===== src/rtl/qcal_pkg.sv =====
package qcal_pkg;

   localparam real QCAL_PI = 3.14159265358979323846;

   // Rounded, scaled cosine code for table index idx of a depth-entry period.
   function automatic int qcal_cos_code(input int idx, input int depth, input int amp);
      real ang;
      ang = 2.0 * QCAL_PI * real'(idx) / real'(depth);
      return int'(real'(amp) * $cos(ang));
   endfunction

endpackage


===== src/rtl/qcal_phase_acc.sv =====
module qcal_phase_acc #(
   parameter int DEPTH = 32,
   localparam int AW   = (DEPTH > 1) ? $clog2(DEPTH) : 1
) (
   input  logic          clk,
   input  logic          rst_n,
   input  logic          en,
   output logic [AW-1:0] addr
);
   localparam logic [AW-1:0] LAST = AW'(DEPTH - 1);

   generate
      if (DEPTH < 4) begin : g_bad_depth
         $error("qcal_phase_acc: DEPTH must be at least 4");
      end
   endgenerate

   always_ff @(posedge clk) begin
      if (!rst_n)
         addr <= '0;
      else if (en)
         addr <= (addr == LAST) ? '0 : addr + AW'(1);
   end


   wrap_to_zero_chk: assert property (@(posedge clk) disable iff (!rst_n)
      (en && addr == LAST) |=> (addr == '0));


   addr_hold_chk: assert property (@(posedge clk) disable iff (!rst_n)
      !en |=> $stable(addr));

endmodule


===== src/rtl/qcal_cos_rom.sv =====
module qcal_cos_rom
   import qcal_pkg::*;
#(
   parameter int DEPTH = 32,
   parameter int W     = 16,
   localparam int AW   = (DEPTH > 1) ? $clog2(DEPTH) : 1,
   localparam int AMP  = (2 ** (W - 1)) - 1
) (
   input  logic                clk,
   input  logic                rst_n,
   input  logic                en,
   input  logic [AW-1:0]       addr,
   output logic signed [W-1:0] data
);
   logic signed [W-1:0] table_q [DEPTH];

   generate
      for (genvar i = 0; i < DEPTH; i++) begin : g_entry
         localparam int CODE = qcal_cos_code(i, DEPTH, AMP);
         assign table_q[i] = W'(CODE);
      end
   endgenerate

   always_ff @(posedge clk) begin
      if (!rst_n)
         data <= '0;
      else if (en)
         data <= table_q[addr];
   end


   rom_no_overflow_chk: assert property (@(posedge clk) disable iff (!rst_n)
      en |=> (data != {1'b1, {(W-1){1'b0}}}));

endmodule


===== src/rtl/qcal_tap_delay.sv =====
module qcal_tap_delay #(
   parameter int TAPS = 8,
   parameter int W    = 16
) (
   input  logic                clk,
   input  logic                rst_n,
   input  logic                en,
   input  logic signed [W-1:0] din,
   output logic signed [W-1:0] dout
);
   logic signed [W-1:0] stage_q [TAPS];

   generate
      if (TAPS == 1) begin : g_single
         always_ff @(posedge clk) begin
            if (!rst_n)
               stage_q[0] <= '0;
            else if (en)
               stage_q[0] <= din;
         end
      end else begin : g_chain
         always_ff @(posedge clk) begin
            if (!rst_n)
               stage_q[0] <= '0;
            else if (en)
               stage_q[0] <= din;
         end
         for (genvar s = 1; s < TAPS; s++) begin : g_stage
            always_ff @(posedge clk) begin
               if (!rst_n)
                  stage_q[s] <= '0;
               else if (en)
                  stage_q[s] <= stage_q[s-1];
            end
         end
      end
   endgenerate

   assign dout = stage_q[TAPS-1];


   delay_freeze_chk: assert property (@(posedge clk) disable iff (!rst_n)
      !en |=> $stable(dout));

endmodule


===== src/rtl/qcal_tone_gen.sv =====
module qcal_tone_gen #(
   parameter int QTR = 8,
   parameter int W   = 16
) (
   input  logic                clk,
   input  logic                rst_n,
   input  logic                en,
   output logic signed [W-1:0] cos_out,
   output logic signed [W-1:0] sin_out,
   output logic                ref_valid
);
   localparam int DEPTH = 4 * QTR;
   localparam int AW    = $clog2(DEPTH);
   localparam int FILL  = QTR + 1;
   localparam int CW    = $clog2(FILL + 1);

   generate
      if (QTR < 1 || QTR > 63) begin : g_bad_qtr
         $error("qcal_tone_gen: QTR must lie in 1..63");
      end
      if (W < 4 || W > 32) begin : g_bad_width
         $error("qcal_tone_gen: W must lie in 4..32");
      end
   endgenerate

   logic [AW-1:0] addr;
   logic [CW-1:0] fill_q;

   qcal_phase_acc #(.DEPTH(DEPTH)) i_phase (
      .clk   (clk),
      .rst_n (rst_n),
      .en    (en),
      .addr  (addr)
   );

   qcal_cos_rom #(.DEPTH(DEPTH), .W(W)) i_rom (
      .clk   (clk),
      .rst_n (rst_n),
      .en    (en),
      .addr  (addr),
      .data  (cos_out)
   );

   qcal_tap_delay #(.TAPS(QTR), .W(W)) i_delay (
      .clk   (clk),
      .rst_n (rst_n),
      .en    (en),
      .din   (cos_out),
      .dout  (sin_out)
   );

   always_ff @(posedge clk) begin
      if (!rst_n)
         fill_q <= '0;
      else if (en && fill_q != CW'(FILL))
         fill_q <= fill_q + CW'(1);
   end

   assign ref_valid = (fill_q == CW'(FILL));


   valid_sticky_chk: assert property (@(posedge clk) disable iff (!rst_n)
      ref_valid |=> ref_valid);


   no_overflow_chk: assert property (@(posedge clk) disable iff (!rst_n)
      (cos_out != {1'b1, {(W-1){1'b0}}}) && (sin_out != {1'b1, {(W-1){1'b0}}}));


   sin_zero_until_valid_chk: assert property (@(posedge clk) disable iff (!rst_n)
      !ref_valid |-> (sin_out == '0));


   outputs_frozen_chk: assert property (@(posedge clk) disable iff (!rst_n)
      !en |=> ($stable(cos_out) && $stable(sin_out) && $stable(ref_valid)));

endmodule


===== config.mk =====
export PLATFORM = sky130hd
export DESIGN_NAME = qcal_tone_gen
export DESIGN_NICKNAME = d
export VERILOG_FILES = /design/src/rtl/qcal_pkg.sv /design/src/rtl/qcal_phase_acc.sv /design/src/rtl/qcal_cos_rom.sv /design/src/rtl/qcal_tap_delay.sv /design/src/rtl/qcal_tone_gen.sv
export SDC_FILE = /design/constraint.sdc
export NUM_CORES = 1
export LEC_CHECK = 0
export BUFFER_PORTS_ARGS = -buffer_cell sky130_fd_sc_hd__buf_2
export CAP_MARGIN = 0
export CORE_MARGIN = 2
export CORE_UTILIZATION = 57
export CTS_BUF_LIST = sky130_fd_sc_hd__clkbuf_4
export DETAILED_ROUTE_END_ITERATION = 12
export PLACE_DENSITY = 0.78
export SYNTH_ARGS = -nofsm -noshare
export SYNTH_HDL_FRONTEND = slang
export SYNTH_HIERARCHICAL = 1
export SYNTH_SLANG_ARGS = --single-unit

===== constraint.sdc =====
create_clock -name clk -period 4.45 [get_ports clk]
set_input_delay 0.445 -clock clk [delete_from_list [all_inputs] [get_ports clk]]
set_output_delay 0.445 -clock clk [all_outputs]
set_load 0.02 [all_outputs]

==> results of run 1 <==
## layout make-up
class	instances	area, um^2	share of cell area, %
clock buffers	18	135	1.91
clock inverters	14	155	2.20
inverters	12	45.0	0.638
multi-input cells	303	1990	28.1
flip-flops and latches	153	4340	61.5
well taps	143	179	2.53
repair buffers	40	218	3.08
## layer usage
metal  part of all wire [%]  wire, um  global-route usage [%]
met1                     46      4920                    22.5
met2                     48      5090                    28.0
met3                    4.4       466                    5.46
met4                    1.9       203                    7.32
met5                      0         0                       0
## final timing paths
check / slack, ns / end / cells after the start / startpoint
max reg2reg: 2.06 / i_rom/data[11] / 6 / i_phase/addr[1]
max: 2.06 / i_rom/data[11] / 6 / i_phase/addr[1]
min reg2reg: 0.51 / i_rom/data[10] / 2 / i_rom/data[10]
min: 0.40 / i_rom/data[6] / 3 / rst_n
## power groups by stage
stage / Combinational [uW] / Clock [uW] / Sequential, uW
floorplan: 158 / 0 / 1720
global placement: 198 / 0 / 1700
detailed placement: 204 / 0 / 1710
CTS: 205 / 874 / 1680
global route: 226 / 922 / 1680
finish: 203 / 849 / 1670
## state kept, by name, summed over array words and instances (netlist names)
signal / flops
fill_q: 4
i_rom/data: 16
i_delay/stage_q: 128
i_phase/addr: 5
## layout by cell type (no fill, tap or decap), types with 2 or more instances in the layout
cell type,netlist,layout
a311oi_1,2,2
nor3_1,3,3
inv_1,11,11
o211a_1,2,2
clkinvlp_4,0,3
o2111ai_1,2,2
nand3_1,12,12
xor2_1,2,2
nor2b_1,7,7
o211ai_1,8,8
nor2_1,6,6
ha_1,12,12
nand2b_1,9,8
a31oi_1,11,11
clkinv_1,0,4
dfxtp_1,25,25
o21ai_0,24,24
or2_2,2,2
buf_4,19,7
clkbuf_4,0,18
and3_1,129,129
xnor2_1,2,2
a21oi_1,11,11
bufinv_16,0,3
buf_2,20,33
a32oi_1,3,3
nand2_1,23,23
nand3b_1,2,2
edfxtp_1,128,128
o31ai_1,2,2
clkinv_2,0,2
mux2i_1,5,5
## stage by stage
step	utilization (%)	worst slack (ns)
floorplan	-	0.247
global placement	58.8	1.85
detailed placement	58.8	1.77
CTS	61.3	2.09
global route	61.3	1.90
finish	61.3	2.06
## cell families (layout without fill, tap and decap cells)
kind of cell    after synthesis  count (layout)  share of synthesized area [%]
simple gates                201             201                           17.7
fa+ha+maj                    12              12                           2.21
mux                           6               6                           1.07
flops                       153             153                           64.0
compound gates               80              80                           7.71
xor+xnor                      4               4                          0.517
buf+inv                      71              84                           6.79
## critical path: cells and delay by family (launching register included)
family          cells  cell delay [ns]
flops               1             0.68
mux                 1             0.48
fa+ha+maj           1             0.44
compound gates      2             0.27
buf+inv             1             0.24
simple gates        1             0.22
==> impl_results.md, run 1 <==
- Post-Syn Area per Cell: 12.9 um^2
- Power Density: 386 nW/um^2
- Critical Path Max Stage Delay: 0.68 ns
- I/O pins: 36
- Sinks on Clock Net: 153
- EDFF count, synth: 128
- Crit path launch type: register
- Pre-antenna DRT Iters: 8
- CP required: 4.92 ns
- Final #Nets: 542
- Num CTS Buffers: 17
- Post-synth top area cell: edfxtp_1
- Antenna Nets Post-Route: 0
- Synthesized area: 6780 um^2
- Hold_buf cts: 0
- RSZ-0062 raised after global routing: no
- Final instance area: 7060 um^2
- Slew @ Worst Pin: 1.05 ns
- Clock tree buffer depth: 2
- Status: finished with violations
- Diode count: 0
- RePlAce Congestion: 0.872
- Post-cts resize count: 0
- Avg WL per Cell: 15.6 um
- Clock Skews: 0.0104 ns
- CP Class: reg -> reg
- Yosys Warn Count: 6
- Worst Path Arrival: 2.85 ns
- IO Port Bufs: 35
- Post-placement cell count: 651
- Sequential area share after synthesis: 64.0%
- Switching share of power: 23.1%
- Fin cells: 683
- Core area: 11500 um^2
- Placed Area: 6770 um^2
- Clk slew on worst S/H paths: 0.12 ns
- Final worst path period share: 53.6%
- Worst Path Max Fanout: 16
- Share of total power in combinational logic: 7.5%
- Initial Util: 58.9%
- Worst hold slack: 0.400 ns
- Vias: 3941
- Peak supply drop: 0.236 mV
- Fmax: 419 MHz
- Hold Crit Class: in -> reg
- Initial antenna violation count: 0
- Min cycle time layout: 2.39 ns
- Initial DRC Count: 301
- Max Cap Violations: 0
- Switch Pwr: 630 uW
- Synthesis-stage register bit count: 153
- GRT overflow: 0
- Final hold violation count: 0
- DP Wirelength: 6090 um
- Total length of routed wires: 10700 um
- Crit end category: register
- H-Tree Level Count: 4
- Final setup TNS: 0 ns
- Layout area overhead: 4.11%
- Critical path's slowest cell: dfxtp_1
- Post-Syn Nets: 542
- Clk_lat worst skew: 0.53 ns
- Slew Limit Fails: 0
- Sequential share of power: 61.4%
- Failing checks: DRC
- Power Internal: 2100 uW
- Die area: 12800 um^2
- Clk pwr share: 31.1%
- Top-count cell post-synth: and3_1
- DR DRC count: 1
- GRT Total Usage: 17.6%
- Post-synth cell types: 54
- Die width: 113 um
- Design Power: 2730 uW
- LEAKAGE: 0.00321 uW
- Cell row count: 39
- DIE HEIGHT: 113 um
- Async SR Flop Fraction: 0%
- Vias/cell: 5.77
- Top post-synthesis cells by area: edfxtp_1 (57%), and3_1 (12%), dfxtp_1 (7.4%)
- Layout cell share with drive strength beyond 1: 14.4%
- First-pass GRT wire length: 17500 um
- Cells after Synth: 527
- Largest net degree at the start of global routing: 100
- Clock root buffer: clkbuf_4
- Slew margin rel.: 30.2%
- Main synth FF type: edfxtp_1
- Postcts setup bufs: 0
- CTS tree: yes
- Fillers: 905
- Synth cell count leaders: and3_1 (129), edfxtp_1 (128), dfxtp_1 (25)
- Cell Chain, Critical Path: inv_1 > ha_1 > nand2b_1 > o21a_1 > mux4_2 > o21ai_2
- Vias in the first global route: 3716
- Synth top area share: 56.7%
- Final setup viols: 0
Note: power is estimated with default switching activity, not from simulation.
==> inputs of run 2 (changes only) <==
- clock period: 4.45 -> 1.95 ns (I/O delays scaled with it)
==> impl_results.md, run 2 (synthesis gave the netlist of run 1 again) <==
- Peak supply drop: 0.391 mV (+66%)
- Fillers: 894 (-1.2%)
- CTS tree: yes
- Largest net degree at the start of global routing: 98 (-2.0%)
- Worst Path Max Fanout: 12 (-4)
- I/O pins: 36 (unchanged)
- IO Port Bufs: 35 (unchanged)
- Slew @ Worst Pin: 0.498 ns (-0.549 ns)
- Max Cap Violations: 0 (unchanged)
- Clock tree buffer depth: 2 (unchanged)
- Final #Nets: 562 (+3.7%)
- Commonest cells after routing, fill and taps aside: and3_1 (129), edfxtp_1 (128), buf_2 (33)
- Min cycle time layout: 1.84 ns (-0.542 ns)
- Slew Limit Fails: 0 (unchanged)
- Critical Path Max Stage Delay: 0.48 ns (-0.20 ns)
- Sinks on Clock Net: 153 (unchanged)
- Biggest regs: i_delay/stage_q (128), i_rom/data (16), i_phase/addr (5)
- GRT Total Usage: 20.0% (+2.4 points)
- Crit path launch type: register
- H-Tree Level Count: 4 (unchanged)
- Layout area overhead: 6.71%
- Switch Pwr: 1520 uW (+140%)
- Num CTS Buffers: 17 (unchanged)
- Cell row count: 39 (unchanged)
- Avg WL per Cell: 17.1 um (+9.4%)
- Final worst path period share: 94.6% (+41 points)
- Initial Util: 58.9% (unchanged)
- Design Power: 6100 uW (+120%)
- Slew margin rel.: 66.7% (+37 points)
- Final hold violation count: 0 (unchanged)
- Clock root buffer: clkbuf_4
- First-pass GRT wire length: 20000 um (+14%)
- Clk slew on worst S/H paths: 0.14 ns (+0.02 ns)
- Share of total power in combinational logic: 8.5% (+1.0 points)
- RePlAce Congestion: 0.842 (-3.4%)
- Fmax: 542 MHz (+29%)
- GRT overflow: 0 (unchanged)
- Pre-antenna DRT Iters: 9 (+1)
- Clk pwr share: 29.0% (-2.1 points)
- Failing checks: DRC
- Final instance area: 7240 um^2 (+2.5%)
- Crit end category: register
- Hold Crit Class: reg -> reg
- Cell Chain, Critical Path: buf_4 > ha_1 > and3_1 > ha_1 > or4_1 > a21boi_1
- Post-placement cell count: 669 (+2.8%)
- FF/Latch Area: 4350 um^2 (about the same)
- CP Class: reg -> reg
- DIE HEIGHT: 113 um (unchanged)
- Sequential share of power: 62.5% (+1.1 points)
- Power Density: 843 nW/um^2 (+120%)
- DR DRC count: 5 (+4)
- Die area: 12800 um^2 (unchanged)
- Fin cells: 702 (+2.8%)
- Initial DRC Count: 401 (+33%)
- Clk_lat worst skew: 0.51 ns (-0.02 ns)
- Antenna Nets Post-Route: 0 (unchanged)
- Worst Path Buf+Inv: 1 (unchanged)
- Worst hold slack: 0.493 ns (+0.0924 ns)
- DP Wirelength: 7340 um (+21%)
- Power Internal: 4580 uW (+120%)
- Final setup TNS: 0 ns (unchanged)
- Clock Skews: 0.0254 ns (+0.0151 ns)
- Core area: 11500 um^2 (unchanged)
- Final setup viols: 0 (unchanged)
- Vias/cell: 5.85 (+1.4%)
- Die width: 113 um (unchanged)
- LEAKAGE: 0.00332 uW (+3.3%)
- CP required: 2.40 ns (-2.52 ns)
- Status: finished with violations
- Worst Path Arrival: 2.30 ns (-0.55 ns)
- Vias in the first global route: 4047 (+8.9%)
- RSZ-0062 raised after global routing: no
- Switching share of power: 24.9% (+1.8 points)
- Multi-input combinational cell area: 1990 um^2 (+0.13%)
- Total length of routed wires: 12000 um (+12%)
- Commonest non-fill, non-tap cell in the layout: and3_1
- Layout cell share with drive strength beyond 1: 18.1% (+3.6 points)
- Max FFs per register: 128 (unchanged)
- Initial antenna violation count: 0 (unchanged)
- Largest delay share family, worst path: simple AND/OR/NAND/NOR gates
- Placed Area: 6960 um^2 (+2.8%)
- Vias: 4107 (+4.2%)
- Diode count: 0 (unchanged)
- Critical path's slowest cell: or4_1
- CP most frequent cell: ha_1
- Top reg by flops: i_delay/stage_q
[run 2: power groups by stage]
stage / Combinational [uW] / Sequential (uW) / Clock (uW)
2_1_floorplan: 362 / 3900 / 0
3_3_place_gp: 501 / 3880 / 0
3_5_place_dp: 516 / 3890 / 0
4_1_cts: 522 / 3810 / 1820
5_1_grt: 573 / 3830 / 1940
6_report: 520 / 3810 / 1770
[run 2: per-layer routing]
metal	global-route usage [%]	wire, um	up-vias
li1	-	-	2005
met1	25.7	5430	2002
met2	33.9	5910	88
met3	4.18	507	12
met4	6.83	153	0
met5	0	0	-
[run 2: tightest hold or removal path, delay by kind of cell (launching register included)]
family | cells | cell delay (ns)
AO/OA/AOI/OAI | 1 | 0.06
flip-flops | 1 | 0.35
AND/OR/NAND/NOR | 1 | 0.06
[run 2: layout make-up]
type,instances,area share [%]
Sequential cell,153,60.0
Clock buffer,18,1.87
Timing Repair Buffer,60,5.84
Clock inverter,13,1.68
Multi-Input combinational cell,303,27.5
Tap cell,143,2.47
Inverter,12,0.622
[run 2: what timing repair did]
item                                    in CTS  in global routing
hold buffers                                 2                  0
buffers inserted                             0                  0
endpoints found under the setup margin       0                  3
gates resized for setup                      0                  1
endpoints found under the hold margin        3                  0
[run 2: worst paths after layout]
path	to	start	slack (ns)	depth (start not counted)
min	i_rom/data[3]	i_rom/data[3]	0.49	2
min reg2reg	i_rom/data[3]	i_rom/data[3]	0.49	2
max reg2reg	i_phase/addr[3]	i_phase/addr[0]	0.11	6
max	i_phase/addr[3]	i_phase/addr[0]	0.11	6
[run 2: stage by stage]
step / util (%) / worst slack [ns]
after global routing: 62.9 / 0.0294
after CTS: 62.8 / 0.0704
final: 62.9 / 0.105
after global placement: 60.4 / 0.164
after detailed placement: 60.4 / 0.110
after floorplan: - / 0.0319
